### config.mk
export PLATFORM = sky130hd
export DESIGN_NAME = spi_rx_vote
export DESIGN_NICKNAME = d
export VERILOG_FILES = /design/src/rtl/spi_rx_vote_pkg.sv /design/src/rtl/spi_rx_vote_rst.sv /design/src/rtl/spi_rx_vote_acc.sv /design/src/rtl/spi_rx_vote_ctrl.sv /design/src/rtl/spi_rx_vote_shreg.sv /design/src/rtl/spi_rx_vote.sv
export SDC_FILE = /design/constraint.sdc
export NUM_CORES = 1
export LEC_CHECK = 0
export CAP_MARGIN = 10
export CORE_ASPECT_RATIO = 1.5
export CORE_MARGIN = 10
export CORE_UTILIZATION = 50
export DETAILED_ROUTE_END_ITERATION = 8
export GPL_TIMING_DRIVEN = 0
export PLACE_DENSITY = 0.84
export SETUP_SLACK_MARGIN = 0.5
export SYNTH_ARGS = -nofsm -noshare
export SYNTH_HDL_FRONTEND = slang
export SYNTH_HIERARCHICAL = 1
export SYNTH_SLANG_ARGS = --single-unit
### constraint.sdc
create_clock -name clk -period 3.94 [get_ports clk]
set_clock_uncertainty 0.2 [all_clocks]
set_input_delay 0.788 -clock clk [delete_from_list [all_inputs] [get_ports clk]]
set_output_delay 0.788 -clock clk [all_outputs]
set_load 0.05 [all_outputs]
### src/rtl/spi_rx_vote_pkg.sv
package spi_rx_vote_pkg;

  // Transfer sequencing state of the receive controller
  typedef enum logic {
    RX_IDLE = 1'b0,
    RX_RUN  = 1'b1
  } rx_state_t;

  localparam int unsigned DEF_MAX_BITS = 32;
  localparam int unsigned DEF_PRESC_W  = 4;
  localparam int unsigned DEF_ACC_W    = 6;

endpackage

### src/rtl/spi_rx_vote_rst.sv
module spi_rx_vote_rst #(
  parameter int unsigned STAGES = 2
) (
  input  logic clk,
  input  logic rst_n,
  output logic rst_sync_n
);

  logic [STAGES-1:0] sync_q;
  logic [STAGES-1:0] sync_d;

  always_comb begin
    sync_d = {sync_q[STAGES-2:0], 1'b1};
  end

  always_ff @(posedge clk or negedge rst_n) begin
    if (!rst_n) begin
      sync_q <= '0;
    end else begin
      sync_q <= sync_d;
    end
  end

  assign rst_sync_n = sync_q[STAGES-1];

endmodule

### src/rtl/spi_rx_vote_acc.sv
module spi_rx_vote_acc #(
  parameter int unsigned PRESC_W = 4,
  parameter int unsigned ACC_W   = 6
) (
  input  logic               clk,
  input  logic               rst_n,
  input  logic               run_i,
  input  logic               clr_i,
  input  logic               miso_i,
  input  logic [PRESC_W-1:0] presc_i,
  output logic               bit_o
);

  localparam logic [ACC_W-1:0] ACC_FULL = {ACC_W{1'b1}};

  logic [ACC_W-1:0] acc_q;
  logic [ACC_W-1:0] acc_d;
  logic             acc_en;
  logic             at_full;

  assign at_full = (acc_q == ACC_FULL);
  assign acc_en  = clr_i | (run_i & miso_i & ~at_full);

  always_comb begin
    acc_d = acc_q;
    if (clr_i) begin
      acc_d = '0;
    end else if (run_i && miso_i && !at_full) begin
      acc_d = acc_q + 1'b1;
    end
  end

  always_ff @(posedge clk or negedge rst_n) begin
    if (!rst_n) begin
      acc_q <= '0;
    end else if (acc_en) begin
      acc_q <= acc_d;
    end
  end

  // Majority decision against the prescaler value
  assign bit_o = (acc_q > ACC_W'(presc_i));


  acc_clear_chk: assert property (@(posedge clk) disable iff (!rst_n)
    clr_i |=> (acc_q == '0));


  acc_sat_chk: assert property (@(posedge clk) disable iff (!rst_n)
    (at_full && !clr_i) |=> (acc_q == ACC_FULL));


  acc_no_wrap_chk: assert property (@(posedge clk) disable iff (!rst_n)
    !clr_i |=> (acc_q >= $past(acc_q)));

endmodule

### src/rtl/spi_rx_vote_ctrl.sv
module spi_rx_vote_ctrl
  import spi_rx_vote_pkg::*;
#(
  parameter int unsigned PRESC_W = 4,
  parameter int unsigned LEN_W   = 5
) (
  input  logic               clk,
  input  logic               rst_n,
  input  logic               start_i,
  input  logic               edge_i,
  input  logic [PRESC_W-1:0] presc_i,
  input  logic               shift_odd_i,
  input  logic [LEN_W-1:0]   len_i,
  output logic [PRESC_W-1:0] presc_o,
  output logic               run_o,
  output logic               clr_o,
  output logic               shift_o,
  output logic               last_o
);

  rx_state_t          state_q, state_d;
  logic               odd_q, odd_d;
  logic               lead_q, lead_d;
  logic [LEN_W-1:0]   cnt_q, cnt_d;
  logic [PRESC_W-1:0] presc_q;
  logic               mode_q;
  logic [LEN_W-1:0]   len_q;
  logic               is_shift_edge;
  logic               running;

  assign running       = (state_q == RX_RUN);
  assign is_shift_edge = running & edge_i & (mode_q ? odd_q : ~odd_q);

  always_comb begin
    state_d = state_q;
    odd_d   = odd_q;
    lead_d  = lead_q;
    cnt_d   = cnt_q;
    shift_o = 1'b0;
    last_o  = 1'b0;
    if (start_i) begin
      state_d = RX_RUN;
      odd_d   = 1'b1;
      lead_d  = shift_odd_i;
      cnt_d   = '0;
    end else if (running && edge_i) begin
      odd_d = ~odd_q;
      if (is_shift_edge) begin
        if (lead_q) begin
          lead_d = 1'b0;
        end else begin
          shift_o = 1'b1;
          cnt_d   = cnt_q + 1'b1;
          if (cnt_q == len_q) begin
            last_o  = 1'b1;
            state_d = RX_IDLE;
          end
        end
      end
    end
  end

  assign clr_o   = start_i | is_shift_edge;
  assign run_o   = running;
  assign presc_o = presc_q;

  always_ff @(posedge clk or negedge rst_n) begin
    if (!rst_n) begin
      state_q <= RX_IDLE;
      odd_q   <= 1'b1;
      lead_q  <= 1'b0;
      cnt_q   <= '0;
    end else begin
      state_q <= state_d;
      odd_q   <= odd_d;
      lead_q  <= lead_d;
      cnt_q   <= cnt_d;
    end
  end

  // Settings are captured only in the start cycle
  always_ff @(posedge clk or negedge rst_n) begin
    if (!rst_n) begin
      presc_q <= '0;
      mode_q  <= 1'b0;
      len_q   <= '0;
    end else if (start_i) begin
      presc_q <= presc_i;
      mode_q  <= shift_odd_i;
      len_q   <= len_i;
    end
  end


  shift_in_run_chk: assert property (@(posedge clk) disable iff (!rst_n)
    shift_o |-> (running && edge_i));


  bit_count_range_chk: assert property (@(posedge clk) disable iff (!rst_n)
    running |-> (cnt_q <= len_q));


  cfg_hold_chk: assert property (@(posedge clk) disable iff (!rst_n)
    !start_i |=> ($stable(presc_q) && $stable(len_q) && $stable(mode_q)));


  idle_edge_chk: assert property (@(posedge clk) disable iff (!rst_n)
    (!running && !start_i) |=> (state_q == RX_IDLE));

endmodule

### src/rtl/spi_rx_vote_shreg.sv
module spi_rx_vote_shreg #(
  parameter int unsigned MAX_BITS = 32
) (
  input  logic                clk,
  input  logic                rst_n,
  input  logic                start_i,
  input  logic                shift_i,
  input  logic                last_i,
  input  logic                bit_i,
  output logic [MAX_BITS-1:0] word_o,
  output logic                done_o
);

  logic [MAX_BITS-1:0] sh_q, sh_d;
  logic [MAX_BITS-1:0] word_q;
  logic                done_q;
  logic                sh_en;

  assign sh_en = start_i | shift_i;

  always_comb begin
    sh_d = {sh_q[MAX_BITS-2:0], bit_i};
    if (start_i) begin
      sh_d = '0;
    end
  end

  always_ff @(posedge clk or negedge rst_n) begin
    if (!rst_n) begin
      sh_q <= '0;
    end else if (sh_en) begin
      sh_q <= sh_d;
    end
  end

  always_ff @(posedge clk or negedge rst_n) begin
    if (!rst_n) begin
      word_q <= '0;
    end else if (last_i) begin
      word_q <= sh_d;
    end
  end

  always_ff @(posedge clk or negedge rst_n) begin
    if (!rst_n) begin
      done_q <= 1'b0;
    end else begin
      done_q <= last_i;
    end
  end

  assign word_o = word_q;
  assign done_o = done_q;


  publish_chk: assert property (@(posedge clk) disable iff (!rst_n)
    last_i |=> (done_q && (word_q == $past(sh_d))));

endmodule

### src/rtl/spi_rx_vote.sv
module spi_rx_vote
  import spi_rx_vote_pkg::*;
#(
  parameter int unsigned MAX_BITS = DEF_MAX_BITS,
  parameter int unsigned PRESC_W  = DEF_PRESC_W,
  parameter int unsigned ACC_W    = DEF_ACC_W
) (
  input  logic                        clk,
  input  logic                        rst_n,
  input  logic                        miso_i,
  input  logic                        xfer_start_i,
  input  logic                        sck_edge_i,
  input  logic [PRESC_W-1:0]          presc_max_i,
  input  logic                        shift_odd_i,
  input  logic [$clog2(MAX_BITS)-1:0] word_len_m1_i,
  output logic [MAX_BITS-1:0]         rx_word_o,
  output logic                        word_done_o
);

  localparam int unsigned LEN_W = $clog2(MAX_BITS);

  logic               rst_sync_n;
  logic [PRESC_W-1:0] presc_cap;
  logic               run;
  logic               clr;
  logic               shift_evt;
  logic               last_evt;
  logic               vote_bit;

  spi_rx_vote_rst #(.STAGES(2)) u_rst (
    .clk        (clk),
    .rst_n      (rst_n),
    .rst_sync_n (rst_sync_n)
  );

  spi_rx_vote_ctrl #(.PRESC_W(PRESC_W), .LEN_W(LEN_W)) u_ctrl (
    .clk         (clk),
    .rst_n       (rst_sync_n),
    .start_i     (xfer_start_i),
    .edge_i      (sck_edge_i),
    .presc_i     (presc_max_i),
    .shift_odd_i (shift_odd_i),
    .len_i       (word_len_m1_i),
    .presc_o     (presc_cap),
    .run_o       (run),
    .clr_o       (clr),
    .shift_o     (shift_evt),
    .last_o      (last_evt)
  );

  spi_rx_vote_acc #(.PRESC_W(PRESC_W), .ACC_W(ACC_W)) u_acc (
    .clk     (clk),
    .rst_n   (rst_sync_n),
    .run_i   (run),
    .clr_i   (clr),
    .miso_i  (miso_i),
    .presc_i (presc_cap),
    .bit_o   (vote_bit)
  );

  spi_rx_vote_shreg #(.MAX_BITS(MAX_BITS)) u_shreg (
    .clk     (clk),
    .rst_n   (rst_sync_n),
    .start_i (xfer_start_i),
    .shift_i (shift_evt),
    .last_i  (last_evt),
    .bit_i   (vote_bit),
    .word_o  (rx_word_o),
    .done_o  (word_done_o)
  );


  done_pulse_chk: assert property (@(posedge clk) disable iff (!rst_sync_n)
    word_done_o |=> !word_done_o);


  word_hold_chk: assert property (@(posedge clk) disable iff (!rst_sync_n)
    !word_done_o |-> $stable(rx_word_o));

endmodule

==> parameters.txt <==
Parameter                              Value

Outcome
  Result of the run ... complete, no violations

Placed design
  Placed Instances ... 521
  Worst slack after detailed placement ... 926.5 ps
  Routability congestion estimate ... approximately 0.83
  Port bufs ... 47
  Dpl hpwl ... 5971 µm

Yosys
  Ranking of synthesized cells by area ... sky130_fd_sc_hd__dfrtp_1 (55%), sky130_fd_sc_hd__mux2i_1 (8.1%), sky130_fd_sc_hd__nand3b_1 (5.9%)
  Simple-gate portion of the synthesized area ... 14.68%
  Mux share of post-synthesis cell area ... 11.40%
  Combined area of all synthesized cells ... between 0.004 and 0.005 mm²
  Post-synthesis net count ... 389
  Number of enable flip-flop cells after synthesis ... 0
  Proportion of synthesized chip area in sequential cells ... 55.19%
  Post-synthesis average cell area ... 11.09 µm²
  Parity-gate share of the synthesized area counting xor and xnor cells ... 1.686%
  Largest family of logic cells by synthesized area ... simple AND/OR/NAND/NOR gates
  Dominant cell type by area after synthesis ... sky130_fd_sc_hd__dfrtp_1
  Dominant register cell in the synthesized netlist ... sky130_fd_sc_hd__dfrtp_1
  Post-synthesis adder-cell area fraction ... roughly 1.8%
  Synthesized netlist cell count ... 368
  Async set-reset flop share out of synthesis ... 100.0%
  Total number of yosys warnings ... 6
  Post-synth top area share ... a little over half
  Post-synthesis sequential element count ... 90
  Compound-Gate Fraction of Synth Area ... under 10%
  Distinct cells, synth ... 46

Timing
  Tcrit/Tclk final ... a little under 70%
  Shortest period the worst path allows ... 2707 ps
  Final number of hold-violating endpoints ... 0
  Slew @ Worst Pin ... between 500 and 600 ps
  Minimum setup slack in the final design ... about 1200 ps
  Worst max-slew margin expressed relative to the limit ... 65.53%
  Final count of negative-setup-slack endpoints ... 0
  Number of pins exceeding their max-slew limit in the final report ... 0
  Setup repair after global routing missed its margin ... no
  FMAX ... 0.3695 GHz
  Setup TNS ... 0 ps

Floorplanning
  Height of the die ... 130.7 µm
  I/O pins ... 48
  Width of the chip ... roughly 94 µm
  Die footprint ... 0.01225 mm²
  Starting density of the core ... 50.98%
  Core Region ... around 0.008 mm²
  Row count ... 40

Layout
  Antenna Diode Count ... 0
  Most frequent standard cell in the layout excluding fill and tap cells ... sky130_fd_sc_hd__dfrtp_1
  Commonest cells after routing, fill and taps aside ... sky130_fd_sc_hd__dfrtp_1 (88), sky130_fd_sc_hd__clkdlybuf4s50_1 (47), sky130_fd_sc_hd__inv_1 (40)
  Fill cell count ... 649
  Final nets ... 448
  Ratio of cells with drive above 1 in the final layout ... 11.57%
  Syn-to-layout area delta ... 24.09%
  Share of the core filled with cells ... 63.27%
  Final standard cell count with taps included and fillers excluded ... 537

Critical path
  Dominant delay contributor by cell family on the critical path ... simple AND/OR/NAND/NOR gates
  Critical path startpoint category ... input port
  Req. time, crit path ... 4010 ps
  Crit-path slowest cell ... sky130_fd_sc_hd__clkdlybuf4s50_1
  Setup slack, reg-to-reg ... around 1600 ps
  Cell Chain, Critical Path ... clkdlybuf4s50_1, nand2_1, nor4_2, and3_1, buf_4, buf_2, nand3b_1, o21ai_1
  Maximum single-stage delay on the critical path ... between 400 and 500 ps
  Kind of critical path ... input port to flop
  Data arrival time of the critical path ... between 2000 and 3000 ps
  Buffers & Inverters on Critical Path ... 3
  Endpoint class of the critical path ... flop
  Maximum fanout along the worst path ... 10

Drt
  Average vias per placed instance ... 5.341
  Post-detailed-routing wire length ... 8463 µm
  Routed vias ... 2868
  DR DRC count ... 0
  Number of search-and-repair iterations in the first detailed-routing pass ... 4
  Post-DR wirelength/cell ... 15.76 µm
  Number of violations reported at the end of detailed-routing iteration 0 ... 171
  Antenna-violating nets left ... 0

Pwr
  Overall power consumption ... 2.695 mW
  PwrDens ... 531.9 mW/mm²
  Power Internal ... 1.856 mW
  Proportion of total power due to net switching ... 31.12%
  Relative contribution of combinational cells to total power ... ~23%
  Clock network fraction of total power ... between 30% and 40%
  Worst vdd rail ir drop ... 0.3116 mV
  Net switching component of the power ... 838.6 µW
  Leakage power ... 2.303 nW
  Share of total power in sequential cells ... 40.1%

GRT
  Number of global-route vias before repair ... between 3000 and 4000
  Global-route wire length before repair ... between 10000 and 15000 µm
  Total global routing overflow ... 0
  Largest net degree at the start of global routing ... 67
  Tot GR Track Use ... roughly 15%
  Antenna violations before repair ... 0

Clock network
  Maximum root-to-sink buffer count ... 2
  Worst-path clk slew ... approximately 60 ps
  Clk sink count ... 90
  H-tree levels ... 3
  Clock tree from TritonCTS ... yes
  Post-CTS setup buffer count ... 0
  Cts bufs inserted ... 9
  Post-cts repair resize count ... 0
  Hold_buf cts ... 0
  Clk Tree Root Cell ... sky130_fd_sc_hd__clkbuf_16
  Latest clock arrival within the worst-skew pair ... 350 ps

Hold path
  Worst hold-check path type ... flop to async pin

Job
  Number of max-cap violations ... 0
[routing by layer]
layer  share of wire (%)  wire length, µm  up-vias  track usage [%]
li1                    -                -     1367                -
met1                  38             3187     1412            14.21
met2                  53             4505       66            26.48
met3                 5.2              443       23            3.541
met4                 3.9              326        0            9.686
met5                   0                0        -                0
[power groups by stage]
| stage | clock network (mW) | logic (mW) | registers (mW) |
|---|---|---|---|
| after global placement | 0 | 0.588 | 1.10 |
| after global routing | 1.05 | 0.654 | 1.09 |
| after floorplan | 0 | 0.147 | 1.35 |
| final | 0.999 | 0.616 | 1.08 |
| after detailed placement | 0 | 0.616 | 1.10 |
| after CTS | 1.01 | 0.623 | 1.08 |
[logic make-up after synthesis]
logic type,count (synthesis)
buf+inv,62
xor+xnor,7
fa+ha+maj,6
mux,45
other cells,1
flops,90
compound gates,53
simple gates,104
[final timing paths]
kind,cells past startpoint,start,endpoint
worst min-delay path,0,u_rst/sync_q[1],u_shreg/word_o[3]
worst max register to register,7,u_ctrl/odd_q,u_shreg/word_o[29]
worst min register to register,0,u_rst/sync_q[1],u_shreg/word_o[3]
worst max-delay path,8,sck_edge_i,u_shreg/word_o[29]
max in group asynchronous,1,u_rst/sync_q[1],u_ctrl/odd_q
min in group clk,0,u_rst/sync_q[0],u_rst/sync_q[1]
[Yosys cell counts (3+ instances only)]
library cell / count
sky130_fd_sc_hd__and4b_1: 3
sky130_fd_sc_hd__o21ai_0: 26
sky130_fd_sc_hd__nor2_1: 36
sky130_fd_sc_hd__clkbuf_1: 4
sky130_fd_sc_hd__nand3b_1: 32
sky130_fd_sc_hd__mux2_2: 11
sky130_fd_sc_hd__nand2_1: 8
sky130_fd_sc_hd__xor2_1: 6
sky130_fd_sc_hd__nor2b_1: 3
sky130_fd_sc_hd__buf_2: 9
sky130_fd_sc_hd__buf_12: 3
sky130_fd_sc_hd__inv_1: 40
sky130_fd_sc_hd__o21ai_1: 11
sky130_fd_sc_hd__dfrtp_1: 89
sky130_fd_sc_hd__mux2i_1: 33
sky130_fd_sc_hd__ha_1: 6
sky130_fd_sc_hd__a21oi_1: 5
sky130_fd_sc_hd__nor3_1: 6
[flip-flops by register name, summed over array words and instances (netlist names), 2 cells and up]
| register | count |
|---|---|
| u_acc/acc_q | 6 |
| u_ctrl/cnt_q | 5 |
| u_ctrl/len_q | 5 |
| u_ctrl/presc_o | 4 |
| u_rst/sync_q | 2 |
| u_shreg/sh_q | 31 |
| u_shreg/word_o | 32 |
[cell type report]
cell class / count / area, µm² / area share, %
buffer: 22 / 167.7 / 3.309
inverter: 40 / 150.1 / 2.964
clock buffer: 9 / 225.2 / 4.446
timing repair buffer: 48 / 498.0 / 9.830
sequential: 90 / 2257 / 44.55
clock inverter: 7 / 125.1 / 2.470
tap: 105 / 131.4 / 2.593
multi-input combinational: 216 / 1511 / 29.83
[through the flow]
step           cell area, µm²  hold slack [ps]
3_3_place_gp             4684            136.3
6_report                 5066            22.61
5_1_grt                  5066            61.83
4_1_cts                  5066            39.91
3_5_place_dp             4716            37.46
2_1_floorplan            4083            131.2
Note: power is estimated with default switching activity, not from simulation.
